### src/rtl/bitslot_tx_pkg.sv
package bitslot_tx_pkg;
  typedef enum logic [1:0] {
    ENC_IDLE   = 2'd0,
    ENC_FIRST  = 2'd1,
    ENC_SECOND = 2'd2
  } enc_state_e;
endpackage

### src/rtl/txq_fifo.sv
module txq_fifo #(
  parameter int W     = 16,
  parameter int DEPTH = 4
) (
  input  logic         clk,
  input  logic         rst,
  input  logic         wr_valid,
  input  logic [W-1:0] wr_data,
  output logic         wr_ready,
  input  logic         pop,
  output logic         head_valid,
  output logic [W-1:0] head_data
);
  localparam int AW = (DEPTH > 1) ? $clog2(DEPTH) : 1;
  localparam int CW = $clog2(DEPTH + 1);

  logic [W-1:0]  mem [DEPTH];
  logic [AW-1:0] wptr, rptr;
  logic [CW-1:0] count;
  logic          push, fetch;

  assign wr_ready = (count != CW'(DEPTH));
  assign push     = wr_valid && wr_ready;
  assign fetch    = (!head_valid || pop) && (count != '0);

  // storage: write port and registered read, block RAM friendly
  always_ff @(posedge clk) begin
    if (push) mem[wptr] <= wr_data;
    if (fetch) head_data <= mem[rptr];
  end

  always_ff @(posedge clk) begin
    if (rst) begin
      wptr       <= '0;
      rptr       <= '0;
      count      <= '0;
      head_valid <= 1'b0;
    end else begin
      if (push) wptr <= (wptr == AW'(DEPTH - 1)) ? '0 : wptr + 1'b1;
      if (fetch) rptr <= (rptr == AW'(DEPTH - 1)) ? '0 : rptr + 1'b1;
      count <= count + CW'(push) - CW'(fetch);
      if (fetch) head_valid <= 1'b1;
      else if (pop) head_valid <= 1'b0;
    end
  end
endmodule

### src/rtl/bit_seq.sv
module bit_seq #(
  parameter int         W         = 16,
  parameter logic [W-1:0] IDLE_WORD = 16'h7E7E
) (
  input  logic         clk,
  input  logic         rst,
  input  logic         take,
  input  logic         head_valid,
  input  logic [W-1:0] head_data,
  output logic         pop,
  output logic         cur_bit
);
  localparam int IW = $clog2(W);

  logic [W-1:0]  shreg;
  logic [IW-1:0] idx;
  logic          at_boundary;
  logic [W-1:0]  next_word;

  assign next_word = head_valid ? head_data : IDLE_WORD;
  assign cur_bit   = at_boundary ? next_word[W-1] : shreg[W-1];
  assign pop       = take && at_boundary && head_valid;

  always_ff @(posedge clk) begin
    if (rst) begin
      shreg       <= '0;
      idx         <= '0;
      at_boundary <= 1'b1;
    end else if (take) begin
      if (at_boundary) begin
        shreg       <= next_word << 1;
        idx         <= IW'(1);
        at_boundary <= 1'b0;
      end else if (idx == IW'(W - 1)) begin
        idx         <= '0;
        at_boundary <= 1'b1;
      end else begin
        shreg <= shreg << 1;
        idx   <= idx + 1'b1;
      end
    end
  end
endmodule

### src/rtl/manch_enc.sv
module manch_enc
  import bitslot_tx_pkg::*;
#(
  parameter int HALF = 4
) (
  input  logic clk,
  input  logic rst,
  input  logic slot_go,
  input  logic bit_in,
  output logic take,
  output logic line_o,
  output logic line_oe
);
  localparam int CW = (HALF > 1) ? $clog2(HALF) : 1;

  enc_state_e    state;
  logic [CW-1:0] cnt;
  logic          held;

  assign take = slot_go && (state == ENC_IDLE);

  always_ff @(posedge clk) begin
    if (rst) begin
      state   <= ENC_IDLE;
      cnt     <= '0;
      held    <= 1'b0;
      line_o  <= 1'b0;
      line_oe <= 1'b0;
    end else begin
      case (state)
        ENC_IDLE: begin
          if (take) begin
            state   <= ENC_FIRST;
            cnt     <= '0;
            held    <= bit_in;
            line_o  <= ~bit_in;
            line_oe <= 1'b1;
          end
        end
        ENC_FIRST: begin
          if (cnt == CW'(HALF - 1)) begin
            state  <= ENC_SECOND;
            cnt    <= '0;
            line_o <= held;
          end else begin
            cnt <= cnt + 1'b1;
          end
        end
        ENC_SECOND: begin
          if (cnt == CW'(HALF - 1)) begin
            state   <= ENC_IDLE;
            cnt     <= '0;
            line_o  <= 1'b0;
            line_oe <= 1'b0;
          end else begin
            cnt <= cnt + 1'b1;
          end
        end
        default: begin
          state   <= ENC_IDLE;
          line_o  <= 1'b0;
          line_oe <= 1'b0;
        end
      endcase
    end
  end
endmodule

### src/rtl/bitslot_tx.sv
module bitslot_tx #(
  parameter int              WORD_W     = 16,
  parameter int              FIFO_DEPTH = 4,
  parameter int              HALF_CLKS  = 4,
  parameter logic [WORD_W-1:0] IDLE_WORD  = 16'h7E7E
) (
  input  logic              clk,
  input  logic              rst,
  input  logic              wr_valid,
  input  logic [WORD_W-1:0] wr_data,
  output logic              wr_ready,
  input  logic              slot_go,
  output logic              line_o,
  output logic              line_oe
);
  logic              pop, head_valid, take, cur_bit;
  logic [WORD_W-1:0] head_data;

  txq_fifo #(.W(WORD_W), .DEPTH(FIFO_DEPTH)) u_fifo (
    .clk(clk), .rst(rst),
    .wr_valid(wr_valid), .wr_data(wr_data), .wr_ready(wr_ready),
    .pop(pop), .head_valid(head_valid), .head_data(head_data)
  );

  bit_seq #(.W(WORD_W), .IDLE_WORD(IDLE_WORD)) u_seq (
    .clk(clk), .rst(rst), .take(take),
    .head_valid(head_valid), .head_data(head_data),
    .pop(pop), .cur_bit(cur_bit)
  );

  manch_enc #(.HALF(HALF_CLKS)) u_enc (
    .clk(clk), .rst(rst), .slot_go(slot_go), .bit_in(cur_bit),
    .take(take), .line_o(line_o), .line_oe(line_oe)
  );
endmodule

### config.mk
export PLATFORM = sky130hd
export DESIGN_NAME = bitslot_tx
export DESIGN_NICKNAME = d
export VERILOG_FILES = /design/src/rtl/bitslot_tx_pkg.sv /design/src/rtl/txq_fifo.sv /design/src/rtl/bit_seq.sv /design/src/rtl/manch_enc.sv /design/src/rtl/bitslot_tx.sv
export SDC_FILE = /design/constraint.sdc
export NUM_CORES = 1
export LEC_CHECK = 0
export BUFFER_PORTS_ARGS = -buffer_cell sky130_fd_sc_hd__buf_2
export CAP_MARGIN = 20
export CORE_UTILIZATION = 45
export DETAILED_ROUTE_END_ITERATION = 7
export REMOVE_ABC_BUFFERS = 1
export SETUP_SLACK_MARGIN = 0.05
export SLEW_MARGIN = 25
export SYNTH_ARGS = -nofsm -noshare
export SYNTH_HDL_FRONTEND = slang
export SYNTH_HIERARCHICAL = 1
export SYNTH_SLANG_ARGS = --single-unit
### constraint.sdc
create_clock -name clk -period 3.45 [get_ports clk]
set_input_delay 0.345 -clock clk [delete_from_list [all_inputs] [get_ports clk]]
set_output_delay 0.345 -clock clk [all_outputs]
set_load 0.02 [all_outputs]
==> metrics.json, run 1 <==
{
  "outcome": {"value": "finished, final reports clean"},
  "cp-start-kind": {"value": "register"},
  "drive_above_1_share": {"value": 27.5, "unit": "%"},
  "area_growth": {"value": 16.1, "unit": "%"},
  "vdd_drop_max": {"value": 0.325, "unit": "mV"},
  "die_height": {"value": 105, "unit": "um"},
  "final_nets": {"value": 379},
  "cts_tree": {"value": "yes"},
  "worst-r2r-setup-slack": {"value": 0.65, "unit": "ns"},
  "min_period": {"value": 2.80, "unit": "ns"},
  "die_width": {"value": 105, "unit": "um"},
  "fmax": {"value": 0.357, "unit": "GHz"},
  "ant_nets": {"value": 0},
  "cts_post_setup_buffers_inserted": {"value": 0},
  "synth.avg_cell_area": {"value": 15.0, "unit": "um^2"},
  "gp_congestion": {"value": 0.671},
  "cpMaxStageDelayCell": {"value": "sky130_fd_sc_hd__dfxtp_1"},
  "cts_hold_buf": {"value": 0},
  "timing.critical_path.to_type": {"value": "register"},
  "worst_slew_pin_slew": {"value": 0.912, "unit": "ns"},
  "cts.sinks": {"value": 115},
  "routed-via-count": {"value": 2609},
  "critical_path_fanouts_max": {"value": 4},
  "critPathArrivalTime": {"value": 3.22, "unit": "ns"},
  "post_dp_cell_area": {"value": 4960, "unit": "um^2"},
  "initial_core_util": {"value": 46.2, "unit": "%"},
  "grt-ovfl-total": {"value": 0},
  "first_global_vias": {"value": 2720},
  "power.switching_fraction": {"value": 29.7, "unit": "%"},
  "ffs_latches_synth": {"value": 115},
  "route.detailed.drc": {"value": 0},
  "drt-total-wl": {"value": 8060, "unit": "um"},
  "initialDrtViolationCount": {"value": 110},
  "synth.yosys.warnings": {"value": 6},
  "grt_first_pass_wirelength": {"value": 13600, "unit": "um"},
  "part_of_the_yosys_area_used_for_sequential_elements": {"value": 65.3, "unit": "%"},
  "vias_per_cell": {"value": 5.29},
  "numPortBuffers": {"value": 22},
  "setup-tns-final": {"value": 0, "unit": "ns"},
  "final_setup_fails": {"value": 0},
  "placed_cells": {"value": 461},
  "number_of_violations_of_the_max_capacitance_limit": {"value": 0},
  "clock_latency": {"value": 0.51, "unit": "ns"},
  "hold_viol_final": {"value": 0},
  "share_of_async_settable_or_async_resettable_flops_after_synthesis": {"value": 0, "unit": "%"},
  "power.internal": {"value": 3310, "unit": "uW"},
  "detailed_placer_s_ending_hpwl": {"value": 4770, "unit": "um"},
  "cell_accounting_for_the_most_synthesized_area": {"value": "sky130_fd_sc_hd__edfxtp_1"},
  "insertedDiodeCount": {"value": 0},
  "share_comb_of_total_power": {"value": 22.8, "unit": "%"},
  "core": {"value": 10300, "unit": "um^2"},
  "dieArea": {"value": 11000, "unit": "um^2"},
  "number_of_rows_in_the_core_area": {"value": 37},
  "globalRouteTotalUtil": {"value": 16.5, "unit": "%"},
  "synth_largest_type_area_fraction": {"value": 50.6, "unit": "%"},
  "final.setup_skew": {"value": 0.00892, "unit": "ns"},
  "cp_cell_sequence": {"value": "inv_1 -> ha_1 -> and2_1 -> and3_1 -> nor2b_1 -> nor2_1 -> ha_1 -> inv_1 -> ha_1 -> inv_1 -> fa_1 -> xor2_1 -> and2_2 -> nor3_1"},
  "worst-path-buf-inv": {"value": 3},
  "i_o_pins": {"value": 23},
  "ys_types": {"value": 52},
  "ctsHtreeMaxLevel": {"value": 4},
  "final_design_area_no_fill": {"value": 5520, "unit": "um^2"},
  "post-synth-top-count-cell": {"value": "sky130_fd_sc_hd__edfxtp_1"},
  "timing.final.crit_share": {"value": 81.2, "unit": "%"},
  "synth_edf_count": {"value": 80},
  "root_buffer": {"value": "sky130_fd_sc_hd__clkbuf_8"},
  "worst_path_dominant_cell_family": {"value": "adder cells"},
  "rsz0062_at_grt": {"value": "false"},
  "clock_input_transition_at_the_sequential_cells_of_the_worst_setup_and_hold_paths": {"value": 0.06, "unit": "ns"},
  "synth.top_cells.by_area": {"value": "sky130_fd_sc_hd__edfxtp_1, sky130_fd_sc_hd__dfxtp_1, sky130_fd_sc_hd__mux4_2, sky130_fd_sc_hd__ha_1, sky130_fd_sc_hd__a21oi_1"},
  "worstSetupPathType": {"value": "register to register"},
  "synth_top_flop_cell": {"value": "sky130_fd_sc_hd__edfxtp_1"},
  "first_pass_iters": {"value": 4},
  "finalMaxSlewViolations": {"value": 0},
  "final-instance-count-excl-fill": {"value": 493},
  "post_drt_wl_per_cell": {"value": 16.3, "unit": "um"},
  "cpPeakStageDelay": {"value": 0.38, "unit": "ns"},
  "layout.core_utilization": {"value": 53.7, "unit": "%"},
  "seq_power_share": {"value": 42.3, "unit": "%"},
  "netlist_area": {"value": 4750, "unit": "um^2"},
  "power_switching": {"value": 1400, "unit": "uW"},
  "worst_ep_required_time": {"value": 3.87, "unit": "ns"},
  "synth_top_cells_by_count": {"value": "sky130_fd_sc_hd__edfxtp_1, sky130_fd_sc_hd__dfxtp_1, sky130_fd_sc_hd__a21oi_1"},
  "power": {"value": 4710, "unit": "uW"},
  "cts-resized-gates": {"value": 0},
  "clock_path_buffers": {"value": 2},
  "synthesis.instances": {"value": 317},
  "grt_start_max_net_pins": {"value": 41},
  "leakage": {"value": 0.00193, "unit": "uW"},
  "cts-buffers-inserted": {"value": 17},
  "antenna_found_initial": {"value": 0},
  "maxSlewHeadroom": {"value": 39.1, "unit": "%"},
  "hold_path.class": {"value": "input port to register"},
  "power_per_cell_area": {"value": 855, "unit": "nW/um^2"},
  "pwr-share-clk": {"value": 34.9, "unit": "%"}
}
[per-stage QoR]
step	hold slack, ns	worst slack (ns)
after floorplan	0.410	-0.189
after global placement	0.456	0.777
final	0.0447	0.648
after global routing	0.0168	0.351
after detailed placement	0.460	0.681
after CTS	0.0141	0.657
[final timing paths]
path         cells after the start           start          endpoint
min                              1      wr_data[3]  u_fifo/mem[1][3]
min reg2reg                      2  u_seq/shreg[4]    u_seq/shreg[4]
max                             14  u_enc/state[0]   u_fifo/count[2]
max reg2reg                     14  u_enc/state[0]   u_fifo/count[2]
[cell type report]
cell class	count	area, um^2
clock buffer	17	414
clock inverter	15	145
fill	843	4760
inverter	10	37.5
multi-input combinational	174	1510
sequential	115	3100
tap	136	170
timing repair buffer	26	140
[per-layer routing]
layer | up-vias | GRT usage, % | wire length (um)
li1 | 1279 | - | -
met2 | 29 | 25.5 | 3860
met3 | 6 | 4.87 | 192
met5 | - | 0 | 0
met4 | 0 | 7.24 | 57
met1 | 1295 | 21.6 | 3950
[power groups by stage]
stage / Combinational (uW) / Clock, uW / Sequential (uW)
finish: 1080 / 1640 / 2000
global route: 1210 / 1750 / 2030
CTS: 1090 / 1690 / 2000
detailed placement: 1080 / 0 / 2020
global placement: 1070 / 0 / 2010
floorplan: 753 / 0 / 2040
[flip-flops by register name, indices dropped and copies added, names as in the netlist, 2 cells and up]
name and flops:
u_fifo/mem 64, u_fifo/head_data 16, u_seq/shreg 15, u_seq/idx 4, u_fifo/count 3, u_enc/cnt 2, u_enc/state 2, u_fifo/rptr 2
u_fifo/wptr 2
[cell families after synthesis]
| kind of cell | share of synthesized area [%] |
|---|---|
| compound gates | 9.46 |
| xor+xnor | 0.184 |
| fa+ha+maj | 4.11 |
| buf+inv | 2.98 |
| flops | 65.3 |
| mux | 8.85 |
| simple gates | 9.11 |
[layout by cell type (no fill, tap or decap), drive strengths merged, types with 3 or more instances in the layout]
master | synthesis | layout
a21oi | 23 | 23
a31oi | 4 | 4
and2 | 3 | 3
and3 | 5 | 5
buf | 12 | 26
clkbuf | 6 | 17
dfxtp | 35 | 35
edfxtp | 80 | 80
ha | 14 | 14
inv | 10 | 20
mux2i | 6 | 6
mux4 | 16 | 16
nand2 | 6 | 6
nand2b | 9 | 9
nand3 | 4 | 4
nand3b | 3 | 3
nand4b | 3 | 3
nor2 | 7 | 7
nor2b | 4 | 4
o2111ai | 12 | 12
o21ai | 18 | 18
or2 | 13 | 13
(Power assumes the default switching activity.)
==> run 2, diff against run 1 <==
==> constraint.sdc (replaced) <==
create_clock -name clk -period 2.5 [get_ports clk]
set_input_delay 0.25 -clock clk [delete_from_list [all_inputs] [get_ports clk]]
set_output_delay 0.25 -clock clk [all_outputs]
set_load 0.02 [all_outputs]
==> run 2 against run 1 <==
Against the previous run:
- maximum frequency rose by 17%
- first-iteration DRC count fell by 13%
- flip-flop and latch count did not move
- via count rose by 7.6%
- total power rose by 44%
- design area rose by 5.4%
- sequential power rose by 38%
- cell count rose by 5.3%
- global-route usage rose by 0.99 points
- register-to-register slack got worse by 0.55 ns
- sequential share of layout area fell by 2.9 points
- combinational power rose by 54%
- largest cell class unchanged
- highest routed layer unchanged
==> metrics.json, run 2 (synthesis results as in run 1) <==
{
  "grt-ovfl-total": {"value": 0, "change": "unchanged"},
  "insertedDiodeCount": {"value": 0, "change": "unchanged"},
  "initialDrtViolationCount": {"value": 96, "change": "-13%"},
  "root_buffer": {"value": "sky130_fd_sc_hd__clkbuf_8"},
  "numPortBuffers": {"value": 22, "change": "unchanged"},
  "cpMaxStageDelayCell": {"value": "sky130_fd_sc_hd__fa_2"},
  "fmax": {"value": 0.416, "unit": "GHz", "change": "+17%"},
  "grt_first_pass_wirelength": {"value": 14300, "unit": "um", "change": "+4.9%"},
  "met2RoutedLength": {"value": 4220, "unit": "um", "change": "+9.2%"},
  "final_nets": {"value": 405, "change": "+6.9%"},
  "timing.critical_path.to_type": {"value": "register"},
  "largest_register_ffs": {"value": 64, "change": "unchanged"},
  "final_setup_fails": {"value": 0, "change": "unchanged"},
  "clock_latency": {"value": 0.52, "unit": "ns", "change": "about the same"},
  "dieArea": {"value": 11000, "unit": "um^2", "change": "unchanged"},
  "cpPeakStageDelay": {"value": 0.33, "unit": "ns", "change": "-0.05 ns"},
  "number_of_rows_in_the_core_area": {"value": 37, "change": "unchanged"},
  "grt_start_max_net_pins": {"value": 35, "change": "-15%"},
  "timing.final.crit_share": {"value": 96.2, "unit": "%", "change": "+15 points"},
  "worst_path_most_repeated_cell": {"value": "sky130_fd_sc_hd__inv_1"},
  "final.setup_skew": {"value": 0.0104, "unit": "ns", "change": "+0.00152 ns"},
  "route.met3.wl": {"value": 263, "unit": "um", "change": "+37%"},
  "detailed_placer_s_ending_hpwl": {"value": 4880, "unit": "um", "change": "+2.3%"},
  "worst-path-buf-inv": {"value": 3, "change": "unchanged"},
  "critical_path_fanouts_max": {"value": 3, "change": "-1"},
  "gp_congestion": {"value": 0.674, "change": "+0.43%"},
  "cp-start-kind": {"value": "register"},
  "n_fill_cell": {"value": 818, "change": "-3.0%"},
  "cts-buffers-inserted": {"value": 17, "change": "unchanged"},
  "vias_per_cell": {"value": 5.41, "change": "+2.2%"},
  "outcome": {"value": "finished, final reports clean"},
  "power_per_cell_area": {"value": 1170, "unit": "nW/um^2", "change": "+37%"},
  "layout.cells.most_common_list": {"value": "sky130_fd_sc_hd__edfxtp_1, sky130_fd_sc_hd__dfxtp_1, sky130_fd_sc_hd__a21oi_1"},
  "cts.sinks": {"value": 115, "change": "unchanged"},
  "worst_slew_pin_slew": {"value": 0.900, "unit": "ns", "change": "-0.0120 ns"},
  "route.detailed.drc": {"value": 0, "change": "unchanged"},
  "hold_path.class": {"value": "input port to register"},
  "die_height": {"value": 105, "unit": "um", "change": "unchanged"},
  "post_drt_wl_per_cell": {"value": 16.8, "unit": "um", "change": "+2.8%"},
  "layout_top_registers": {"value": "u_fifo/mem x64, u_fifo/head_data x16, u_seq/shreg x15"},
  "core": {"value": 10300, "unit": "um^2", "change": "unchanged"},
  "top_register": {"value": "u_fifo/mem"},
  "area_growth": {"value": 22.4, "unit": "%"},
  "hold_slack": {"value": 0.0712, "unit": "ns", "change": "+0.0265 ns"},
  "finalMaxSlewViolations": {"value": 0, "change": "unchanged"},
  "setup_slack": {"value": 0.0953, "unit": "ns", "change": "-0.553 ns"},
  "number_of_violations_of_the_max_capacitance_limit": {"value": 0, "change": "unchanged"},
  "cts_tree": {"value": "yes"},
  "first_pass_iters": {"value": 4, "change": "unchanged"},
  "ctsHtreeMaxLevel": {"value": 4, "change": "unchanged"},
  "clock_path_buffers": {"value": 2, "change": "unchanged"},
  "dr.max_layer_used": {"value": "met4"},
  "globalRouteTotalUtil": {"value": 17.5, "unit": "%", "change": "+0.99 points"},
  "worst_path_dominant_cell_family": {"value": "adder cells"},
  "setup-tns-final": {"value": 0, "unit": "ns", "change": "unchanged"},
  "clock_input_transition_at_the_sequential_cells_of_the_worst_setup_and_hold_paths": {"value": 0.06, "unit": "ns", "change": "about the same"},
  "antenna_found_initial": {"value": 0, "change": "unchanged"},
  "vdd_drop_max": {"value": 0.822, "unit": "mV", "change": "+150%"},
  "hold_viol_final": {"value": 0, "change": "unchanged"},
  "die_width": {"value": 105, "unit": "um", "change": "unchanged"},
  "worst_ep_required_time": {"value": 2.88, "unit": "ns", "change": "-0.99 ns"},
  "most_frequent_standard_cell_in_the_layout_excluding_fill_and_tap_cells": {"value": "sky130_fd_sc_hd__edfxtp_1"},
  "rsz0062_at_grt": {"value": "true"},
  "maxSlewHeadroom": {"value": 39.9, "unit": "%", "change": "+0.80 points"},
  "i_o_pins": {"value": 23, "change": "unchanged"},
  "initial_core_util": {"value": 46.2, "unit": "%", "change": "unchanged"},
  "leakage": {"value": 0.00207, "unit": "uW", "change": "+6.9%"},
  "min_period": {"value": 2.40, "unit": "ns", "change": "-0.397 ns"},
  "routed-via-count": {"value": 2807, "change": "+7.6%"},
  "met1_length": {"value": 4110, "unit": "um", "change": "+4.1%"},
  "cp_cell_sequence": {"value": "inv_1 -> ha_2 -> and2_4 -> and3_4 -> nor2b_4 -> nor2_2 -> ha_1 -> inv_1 -> ha_1 -> inv_1 -> fa_2 -> xor2_1 -> and2_4 -> nor3_4"},
  "critPathArrivalTime": {"value": 2.78, "unit": "ns", "change": "-0.44 ns"},
  "drive_above_1_share": {"value": 30.3, "unit": "%", "change": "+2.8 points"},
  "worstSetupPathType": {"value": "register to register"},
  "ant_nets": {"value": 0, "change": "unchanged"},
  "place_ws": {"value": -0.103, "unit": "ns", "change": "-0.784 ns"},
  "drt-total-wl": {"value": 8730, "unit": "um", "change": "+8.3%"},
  "first_global_vias": {"value": 2801, "change": "+3.0%"}
}
## run 2: changes by cell type in the layout (fill, tap and decap cells not counted), moves of 2 or more
cell / previous run / this run
sky130_fd_sc_hd__clkinv_2: 2 / 0
sky130_fd_sc_hd__dlygate4sd3_1: 0 / 16
sky130_fd_sc_hd__inv_6: 9 / 5
sky130_fd_sc_hd__and2_4: 1 / 3
sky130_fd_sc_hd__buf_4: 4 / 14
sky130_fd_sc_hd__dfxtp_2: 0 / 2
sky130_fd_sc_hd__clkinv_4: 0 / 4
sky130_fd_sc_hd__dfxtp_1: 35 / 33
## run 2: report_power, final
| group | total (uW) | internal [uW] | switching [uW] | leakage, uW |
|---|---|---|---|---|
| registers | 2760 | 2550 | 209 | 0.00103 |
| clock network | 2390 | 1450 | 940 | 0.000286 |
| logic | 1660 | 797 | 867 | 0.000754 |
| total | 6810 | 4790 | 2020 | 0.00207 |
## run 2: cell type report
cell class	count	area (um^2)	share of cell area, %
Tap cell	136	170	2.93
Clock buffer	17	414	7.12
Sequential cell	115	3110	53.4
Clock inverter	15	173	2.97
Multi-Input combinational cell	174	1540	26.5
Timing Repair Buffer	52	375	6.45
Inverter	10	37.5	0.645
## run 2: worst paths after layout
kind,from,to,slack (ns),cells past startpoint
max reg2reg,u_enc/state[0],u_fifo/count[2],0.1,14
min reg2reg,u_enc/line_oe,u_enc/line_oe,0.47,2
min,wr_valid,u_fifo/wptr[0],0.07,3
max,u_enc/state[0],u_fifo/count[2],0.1,14
## run 2: worst min-delay path, delay by kind of cell
kind | cells | cell delay (ns)
buffers and inverters | 1 | 0.13
and+or+nand+nor | 1 | 0.10
AOI/OAI and AO/OA | 1 | 0.06
## run 2: routing by layer
metal,GRT usage (%),vias up
li1,-,1338
met1,21.7,1410
met2,28.2,44
met3,5.61,15
met4,7.24,0
met5,0,-
## run 2: per-stage QoR
step | area (um^2) | util [%] | power [uW] | cells
3_5_place_dp | 5020 | 48.8 | 4350 | 469
5_1_grt | 5820 | 56.6 | 7170 | 519
6_report | 5820 | 56.6 | 6810 | 519
2_1_floorplan | 4650 | - | 3850 | 299
4_1_cts | 5790 | 56.4 | 6840 | 518
3_3_place_gp | 5020 | 48.8 | 4320 | 469
## run 2: timing repair
| action | 4_1_cts | 5_1_grt |
|---|---|---|
| pin swaps | 0 | 3 |
| resized for setup | 7 | 5 |
| endpoints found under the setup margin | 1 | 1 |
| setup buffers | 1 | 1 |
| hold buffers | 16 | 0 |
| hold endpoints to repair | 64 | 0 |
